[src/rtl/buf_ram_pkg.sv]
// Package: shared types for the dual-slot buffer memory.
// Assumes: nothing beyond IEEE 1800-2017 enums.
package buf_ram_pkg;

    // Which requester the next fast-clock edge serves.
    typedef enum logic {
        SLOT_HOST = 1'b0,
        SLOT_ENG  = 1'b1
    } slot_e;

endpackage

[src/rtl/slot_phase.sv]
// slot_phase: toggle flop that names the requester served by the next
// fast-clock edge.
// Assumes: reset is released just after a bus edge, so the first edge
// after reset falls mid bus cycle and belongs to the host.
module slot_phase
    import buf_ram_pkg::*;
(
    input  logic  clk_fast,
    input  logic  rst_n,
    output slot_e slot_o
);

    // Alternate host/engine on every fast edge; reset starts in host slot.
    always_ff @(posedge clk_fast) begin
        if (!rst_n) begin
            slot_o <= SLOT_HOST;
        end else begin
            slot_o <= (slot_o == SLOT_HOST) ? SLOT_ENG : SLOT_HOST;
        end
    end


    host_then_eng_chk: assert property (@(posedge clk_fast) disable iff (!rst_n)
        (slot_o == SLOT_HOST) |=> (slot_o == SLOT_ENG));


    eng_then_host_chk: assert property (@(posedge clk_fast) disable iff (!rst_n)
        (slot_o == SLOT_ENG) |=> (slot_o == SLOT_HOST));


    reset_host_slot_chk: assert property (@(posedge clk_fast)
        !rst_n |=> (slot_o == SLOT_HOST));

endmodule

[src/rtl/slot_port_mux.sv]
// slot_port_mux: steers the request of the requester owning the current
// slot onto the single RAM port and flags which port is reading.
// Assumes: requests are held stable for a whole bus cycle; eng_allow
// gates every engine access.
module slot_port_mux
    import buf_ram_pkg::*;
#(
    parameter int ADDR_W = 8,
    parameter int DATA_W = 8
) (
    input  slot_e              slot,
    input  logic               eng_allow,
    input  logic               host_valid,
    input  logic               host_we,
    input  logic [ADDR_W-1:0]  host_addr,
    input  logic [DATA_W-1:0]  host_wdata,
    input  logic               eng_valid,
    input  logic               eng_we,
    input  logic [ADDR_W-1:0]  eng_addr,
    input  logic [DATA_W-1:0]  eng_wdata,
    output logic               ram_we,
    output logic [ADDR_W-1:0]  ram_addr,
    output logic [DATA_W-1:0]  ram_wdata,
    output logic               host_rd,
    output logic               eng_rd
);

    // Select the slot owner's address, data and operation.
    always_comb begin
        ram_we    = 1'b0;
        ram_addr  = host_addr;
        ram_wdata = host_wdata;
        host_rd   = 1'b0;
        eng_rd    = 1'b0;
        if (slot == SLOT_HOST) begin
            ram_we  = host_valid & host_we;
            host_rd = host_valid & ~host_we;
        end else begin
            ram_addr  = eng_addr;
            ram_wdata = eng_wdata;
            ram_we    = eng_allow & eng_valid & eng_we;
            eng_rd    = eng_allow & eng_valid & ~eng_we;
        end
    end

endmodule

[src/rtl/sp_ram.sv]
// sp_ram: single-port storage with synchronous write and combinational
// read of the addressed word.
// Assumes: one access per clock edge; contents are not reset.
module sp_ram #(
    parameter int ADDR_W = 8,
    parameter int DATA_W = 8
) (
    input  logic               clk,
    input  logic               we,
    input  logic [ADDR_W-1:0]  addr,
    input  logic [DATA_W-1:0]  wdata,
    output logic [DATA_W-1:0]  rdata
);

    localparam int DEPTH = 1 << ADDR_W;

    logic [DATA_W-1:0] mem [DEPTH];

    // Store the write word at the selected address.
    always_ff @(posedge clk) begin
        if (we) begin
            mem[addr] <= wdata;
        end
    end

    // Present the addressed word for the slot owner to capture.
    assign rdata = mem[addr];

endmodule

[src/rtl/read_return.sv]
// read_return: captures read bytes in their slots and releases both
// ports' results together on the bus-aligned edge, giving equal latency.
// Assumes: the engine slot edge coincides with a bus-clock rising edge.
module read_return
    import buf_ram_pkg::*;
#(
    parameter int DATA_W = 8
) (
    input  logic               clk_fast,
    input  logic               rst_n,
    input  slot_e              slot,
    input  logic               host_rd,
    input  logic               eng_rd,
    input  logic [DATA_W-1:0]  ram_rdata,
    output logic [DATA_W-1:0]  host_rdata,
    output logic [DATA_W-1:0]  eng_rdata
);

    logic [DATA_W-1:0] host_stage;
    logic              host_stage_vld;

    // Hold the host byte from the mid-cycle slot until the bus edge.
    always_ff @(posedge clk_fast) begin
        if (!rst_n) begin
            host_stage     <= '0;
            host_stage_vld <= 1'b0;
        end else if (slot == SLOT_HOST) begin
            host_stage     <= ram_rdata;
            host_stage_vld <= host_rd;
        end
    end

    // Update both read outputs on the bus-aligned edge only.
    always_ff @(posedge clk_fast) begin
        if (!rst_n) begin
            host_rdata <= '0;
            eng_rdata  <= '0;
        end else if (slot == SLOT_ENG) begin
            if (host_stage_vld) begin
                host_rdata <= host_stage;
            end
            if (eng_rd) begin
                eng_rdata <= ram_rdata;
            end
        end
    end


    host_mid_stable_chk: assert property (@(posedge clk_fast) disable iff (!rst_n)
        (slot == SLOT_HOST) |=> ($stable(host_rdata) && $stable(eng_rdata)));


    eng_hold_chk: assert property (@(posedge clk_fast) disable iff (!rst_n)
        (slot == SLOT_ENG && !eng_rd) |=> $stable(eng_rdata));


    reset_zero_chk: assert property (@(posedge clk_fast)
        !rst_n |=> (host_rdata == '0 && eng_rdata == '0));

endmodule

[src/rtl/dual_slot_buf_ram.sv]
// dual_slot_buf_ram: shared byte memory serving a host port and an engine
// port in alternating fast-clock slots, one access each per bus cycle.
// Assumes: clk_fast runs at twice the bus rate with rising edges on bus
// edges; rst_n is released just after a bus edge; requests are held for
// the whole bus cycle.
module dual_slot_buf_ram
    import buf_ram_pkg::*;
#(
    parameter int ADDR_W = 8,
    parameter int DATA_W = 8
) (
    input  logic               clk_fast,
    input  logic               rst_n,
    input  logic               usb_en,
    input  logic               host_valid,
    input  logic               host_we,
    input  logic [ADDR_W-1:0]  host_addr,
    input  logic [DATA_W-1:0]  host_wdata,
    output logic [DATA_W-1:0]  host_rdata,
    input  logic               eng_valid,
    input  logic               eng_we,
    input  logic [ADDR_W-1:0]  eng_addr,
    input  logic [DATA_W-1:0]  eng_wdata,
    output logic [DATA_W-1:0]  eng_rdata
);

    slot_e             slot;
    logic              ram_we;
    logic [ADDR_W-1:0] ram_addr;
    logic [DATA_W-1:0] ram_wdata;
    logic [DATA_W-1:0] ram_rdata;
    logic              host_rd;
    logic              eng_rd;

    slot_phase u_phase (
        .clk_fast (clk_fast),
        .rst_n    (rst_n),
        .slot_o   (slot)
    );

    slot_port_mux #(.ADDR_W(ADDR_W), .DATA_W(DATA_W)) u_mux (
        .slot       (slot),
        .eng_allow  (usb_en),
        .host_valid (host_valid),
        .host_we    (host_we),
        .host_addr  (host_addr),
        .host_wdata (host_wdata),
        .eng_valid  (eng_valid),
        .eng_we     (eng_we),
        .eng_addr   (eng_addr),
        .eng_wdata  (eng_wdata),
        .ram_we     (ram_we),
        .ram_addr   (ram_addr),
        .ram_wdata  (ram_wdata),
        .host_rd    (host_rd),
        .eng_rd     (eng_rd)
    );

    sp_ram #(.ADDR_W(ADDR_W), .DATA_W(DATA_W)) u_ram (
        .clk   (clk_fast),
        .we    (ram_we),
        .addr  (ram_addr),
        .wdata (ram_wdata),
        .rdata (ram_rdata)
    );

    read_return #(.DATA_W(DATA_W)) u_ret (
        .clk_fast   (clk_fast),
        .rst_n      (rst_n),
        .slot       (slot),
        .host_rd    (host_rd),
        .eng_rd     (eng_rd),
        .ram_rdata  (ram_rdata),
        .host_rdata (host_rdata),
        .eng_rdata  (eng_rdata)
    );


    eng_shut_out_chk: assert property (@(posedge clk_fast) disable iff (!rst_n)
        (slot == SLOT_ENG && !usb_en) |-> (!ram_we && !eng_rd));


    host_slot_only_host_chk: assert property (@(posedge clk_fast) disable iff (!rst_n)
        (slot == SLOT_HOST) |-> (!eng_rd && ram_we == (host_valid && host_we)));

endmodule

[config.mk]
export PLATFORM = sky130hd
export DESIGN_NAME = dual_slot_buf_ram
export DESIGN_NICKNAME = d
export VERILOG_FILES = /design/src/rtl/buf_ram_pkg.sv /design/src/rtl/slot_phase.sv /design/src/rtl/slot_port_mux.sv /design/src/rtl/sp_ram.sv /design/src/rtl/read_return.sv /design/src/rtl/dual_slot_buf_ram.sv
export SDC_FILE = /design/constraint.sdc
export NUM_CORES = 2
export LEC_CHECK = 0
export BUFFER_PORTS_ARGS = -buffer_cell sky130_fd_sc_hd__clkbuf_2
export CELL_PAD_IN_SITES_DETAIL_PLACEMENT = 1
export CELL_PAD_IN_SITES_GLOBAL_PLACEMENT = 1
export CORE_MARGIN = 1
export CORE_UTILIZATION = 45
export DETAILED_ROUTE_END_ITERATION = 7
export GPL_TIMING_DRIVEN = 0
export HOLD_SLACK_MARGIN = 0.15
export PLACE_DENSITY = 0.64
export SLEW_MARGIN = 40
export SYNTH_ARGS = -nofsm -noshare
export SYNTH_HDL_FRONTEND = slang
export SYNTH_SLANG_ARGS = --single-unit
[constraint.sdc]
create_clock -name clk_fast -period 10.7 [get_ports clk_fast]
set_input_delay 2.14 -clock clk_fast [delete_from_list [all_inputs] [get_ports clk_fast]]
set_output_delay 2.14 -clock clk_fast [all_outputs]
set_load 0.03 [all_outputs]
==> metrics.log <==
[metrics] Worst Path Arrival: 6540 ps
[metrics] H-Tree Depth: 4
[metrics] weighted congestion at the end of routability-driven global placement: 0.9005
[metrics] Post-synth EDFFs: 2,048
[metrics] launch point of the critical path: eng_addr[2]
[metrics] layout cells sized above 1: 27.91%
[metrics] largest fanout of any net on the critical path: 10
[metrics] compound-cell area share of the yosys netlist: 3.923%
[metrics] first-iteration detailed-routing DRC count: 5,394
[metrics] worst hold slack across all endpoints: 464.4 ps
[metrics] Bufs and invs on worst path: 5
[metrics] most frequent standard cell in the layout excluding fill and tap cells: edfxtp_1
[metrics] detailed placer's ending HPWL: 161.3 mm
[metrics] dominant combinational cell family by area after synthesis: multiplexers
[metrics] slowest stage cell on the critical path: nand4_1
[metrics] Post-Synth Simple-Gate Area: 2.390%
[metrics] number of routed nets with antenna violations: 0
[metrics] Area contributors post-synth: edfxtp_1 (77%), mux4_2 (14%), o21ai_0 (1.3%), a22oi_1 (1.2%), nor2_1 (1.1%)
[metrics] Hold Path Class: flip-flop to flip-flop
[metrics] number of vias per cell after detailed routing: 6.222
[metrics] Final Hold Fails: 0
[metrics] Detailed Route WL: 237.7 mm
[metrics] largest net degree at the start of global routing: 93
[metrics] summed instance area of the synthesized netlist: 79,790 µm²
[metrics] launching element type of the critical path: input pin
[metrics] TritonCTS clock tree: built
[metrics] total global routing overflow: 0
[metrics] TritonCTS sink count: 2,074
[metrics] maximum vdd drop: 0.0001695 V
[metrics] final setup fails: 0
[metrics] classification of the worst setup path: input pin to flip-flop
[metrics] I/O pin total: 55
[metrics] via count: 41,080
[metrics] portion of the clock cycle consumed by the worst path in the final layout: 57.02%
[metrics] post-CTS sizing: 0
[metrics] crit end category: flip-flop
[metrics] hold buffer count at cts: 0
[metrics] Die W: 423.1 µm
[metrics] first-pass GRT wire length: 329.6 mm
[metrics] synthesized area divided by synthesized cell count: 21.11 µm²
[metrics] setup repair after global routing missed its margin: false
[metrics] reg-to-reg startpoint: u_phase.slot_o$_SDFF_PN0_
[metrics] number of synthesized register bits: 2,074
[metrics] Gate Count Post-Synth: 3,779
[metrics] final core occ: 51.73%
[metrics] Crit path top cell by count: clkbuf_1
[metrics] Final Total Pwr: 17,270 µW
[metrics] initial standard-cell utilization of the core: 45.31%
[metrics] DIE AREA: 179,000 µm²
[metrics] Leak: 0.02737 µW
[metrics] normalized max-slew margin: 38.15%
[metrics] status: complete, no violations
[metrics] DRC violations left: 0
[metrics] distinct cell type count after synthesis: 41
[metrics] MaxCap Viol Count: 0
[metrics] setup bufs post-CTS: 0
[metrics] skew final: 21.69 ps
[metrics] most frequent cells in the layout: edfxtp_1 (2,048), mux4_2 (513), clkbuf_16 (209), o21ai_0 (208), nor2_1 (141)
[metrics] leading area contributor after synthesis: edfxtp_1
[metrics] async set or reset register ratio after synthesis: 0%
[metrics] least setup slack across all paths after layout: 4599 ps
[metrics] Routed WL per cell: 36.00 µm
[metrics] top cell type's share of synthesized area: 77.07%
[metrics] detailed-routing iteration count for the pre-antenna-repair pass: 5
[metrics] Inserted Clock Buffers: 203
[metrics] syn_nets: 3,818
[metrics] number of nets at the end of the flow: 4,126
[metrics] source-to-sink clock delay at the later pin of the worst-skew pair: 820 ps
[metrics] die height: 423.1 µm
[metrics] Post-Synth XOR/XNOR Area: 0%
[metrics] total count of max-transition violations in the final report: 0
[metrics] Req. time, crit path: 11,140 ps
[metrics] Post-Synth Adder-Cell Area: 0%
[metrics] maximum single-stage delay on the critical path: 830 ps
[metrics] post-placement worst setup slack: 3945 ps
[metrics] critical path's top delay family: buffers and inverters
[metrics] Tightest Pin Transition: 921.6 ps
[metrics] buffer levels on the longest clock path: 3
[metrics] Setup Total Neg Slack: 0 ps
[metrics] startpoint of the worst hold path: u_ret.host_rdata[4]$_SDFFE_PN0P_
[metrics] power per unit of standard cell area: 189.5 nW/µm²
[metrics] peak clock frequency supported by timing: 0.1639 GHz
[metrics] core outline area: 176,100 µm²
[metrics] top flip-flop cell by instance count after synthesis: edfxtp_1
[metrics] clock-pin slew on the worst setup and hold paths: 60 ps
[metrics] post-layout minimum cycle time: 6101 ps
[metrics] number of buffer cells added on primary ports: 54
[metrics] number of placement rows: 154
[metrics] multiplexer share of the synthesized area: 14.66%
[metrics] Area growth, synth to finish: 14.17%
[metrics] all-layer global routing usage: 26.57%
[metrics] worst-path cell chain: clkbuf_2 > nand3_1 > nand2_1 > clkbuf_1 > clkbuf_1 > nand4_1 > clkbuf_4 > buf_12 > nor2_1
[metrics] CTS Root Cell: clkbuf_16
[metrics] antenna violations before repair: 17
[metrics] via count of the first global-routing pass: 42,010
[metrics] Warnings, synthesis: 0
[metrics] sequential element share of the synthesized area: 77.73%
cell usage after synthesis, types with 3 or more instances:
| cell type | count |
|---|---|
| a2111oi_0 | 8 |
| a21boi_0 | 9 |
| a21oi_1 | 17 |
| a22oi_1 | 131 |
| a2bb2oi_1 | 5 |
| a41oi_1 | 88 |
| and3_1 | 8 |
| buf_1 | 27 |
| buf_2 | 67 |
| clkbuf_1 | 151 |
| dfxtp_1 | 26 |
| edfxtp_1 | 2048 |
| mux2_2 | 10 |
| mux4_2 | 513 |
| nand2_1 | 113 |
| nand3_1 | 13 |
| nand4_1 | 12 |
| nor2_1 | 243 |
| nor3_1 | 34 |
| nor3b_1 | 3 |
| nor4_1 | 16 |
| o21ai_0 | 210 |
path summary, 6_finish.rpt:
check | cells past startpoint | to | slack (ps)
max | 9 | u_ram.mem[111][2]$_DFFE_PP_ | 4600
min reg2reg | 2 | u_ret.host_rdata[4]$_SDFFE_PN0P_ | 460
min | 2 | u_ret.host_rdata[4]$_SDFFE_PN0P_ | 460
max reg2reg | 10 | u_ram.mem[111][2]$_DFFE_PP_ | 5120
cells by family after synthesis:
family,after synthesis
and+or+nand+nor,454
DFF,2074
buffers and inverters,250
muxes,526
AOI/OAI and AO/OA,475
flip-flops by register name, summed over array words and instances, names as in the netlist:
signal,cells
u_phase.slot_o,1
u_ret.eng_rdata,8
u_ram.mem,2048
u_ret.host_rdata,8
u_ret.host_stage_vld,1
u_ret.host_stage,8
tightest hold or removal path: cells and delay by family, from the launching register on:
family	cells	cell delay, ps
AOI/OAI and AO/OA	1	60
DFF	1	310
and+or+nand+nor	1	50
layer usage:
| layer | GRT usage [%] | vias up | share of wire [%] |
|---|---|---|---|
| met5 | 0 | - | 0.023 |
| met4 | 9.434 | 8 | 3.6 |
| met3 | 5.700 | 386 | 7.8 |
| met2 | 42.31 | 1794 | 48 |
| met1 | 36.34 | 22320 | 40 |
| li1 | - | 16570 | - |
layout make-up:
cell class	instances	area, µm²
Inverter	3	11.26
Clock buffer	248	5376
Tap cell	2340	2928
Timing Repair Buffer	103	1216
Buffer	247	1139
Fill cell	15560	85020
Clock inverter	126	975.9
Multi-Input combinational cell	1455	17410
Sequential cell	2074	62020
Antenna cell	7	17.52
where the power goes:
part	internal, µW	switching (µW)
logic	421	872
registers	9020	5.60
clock network	3890	3050
total	13300	3930
metrics by stage:
step / instances / instance area (µm²)
after CTS: 6595 / 90940
after global routing: 6601 / 91090
after global placement: 6173 / 82990
after floorplan: 3779 / 79790
after detailed placement: 6221 / 84590
final: 6603 / 91100
(Power assumes the default switching activity.)
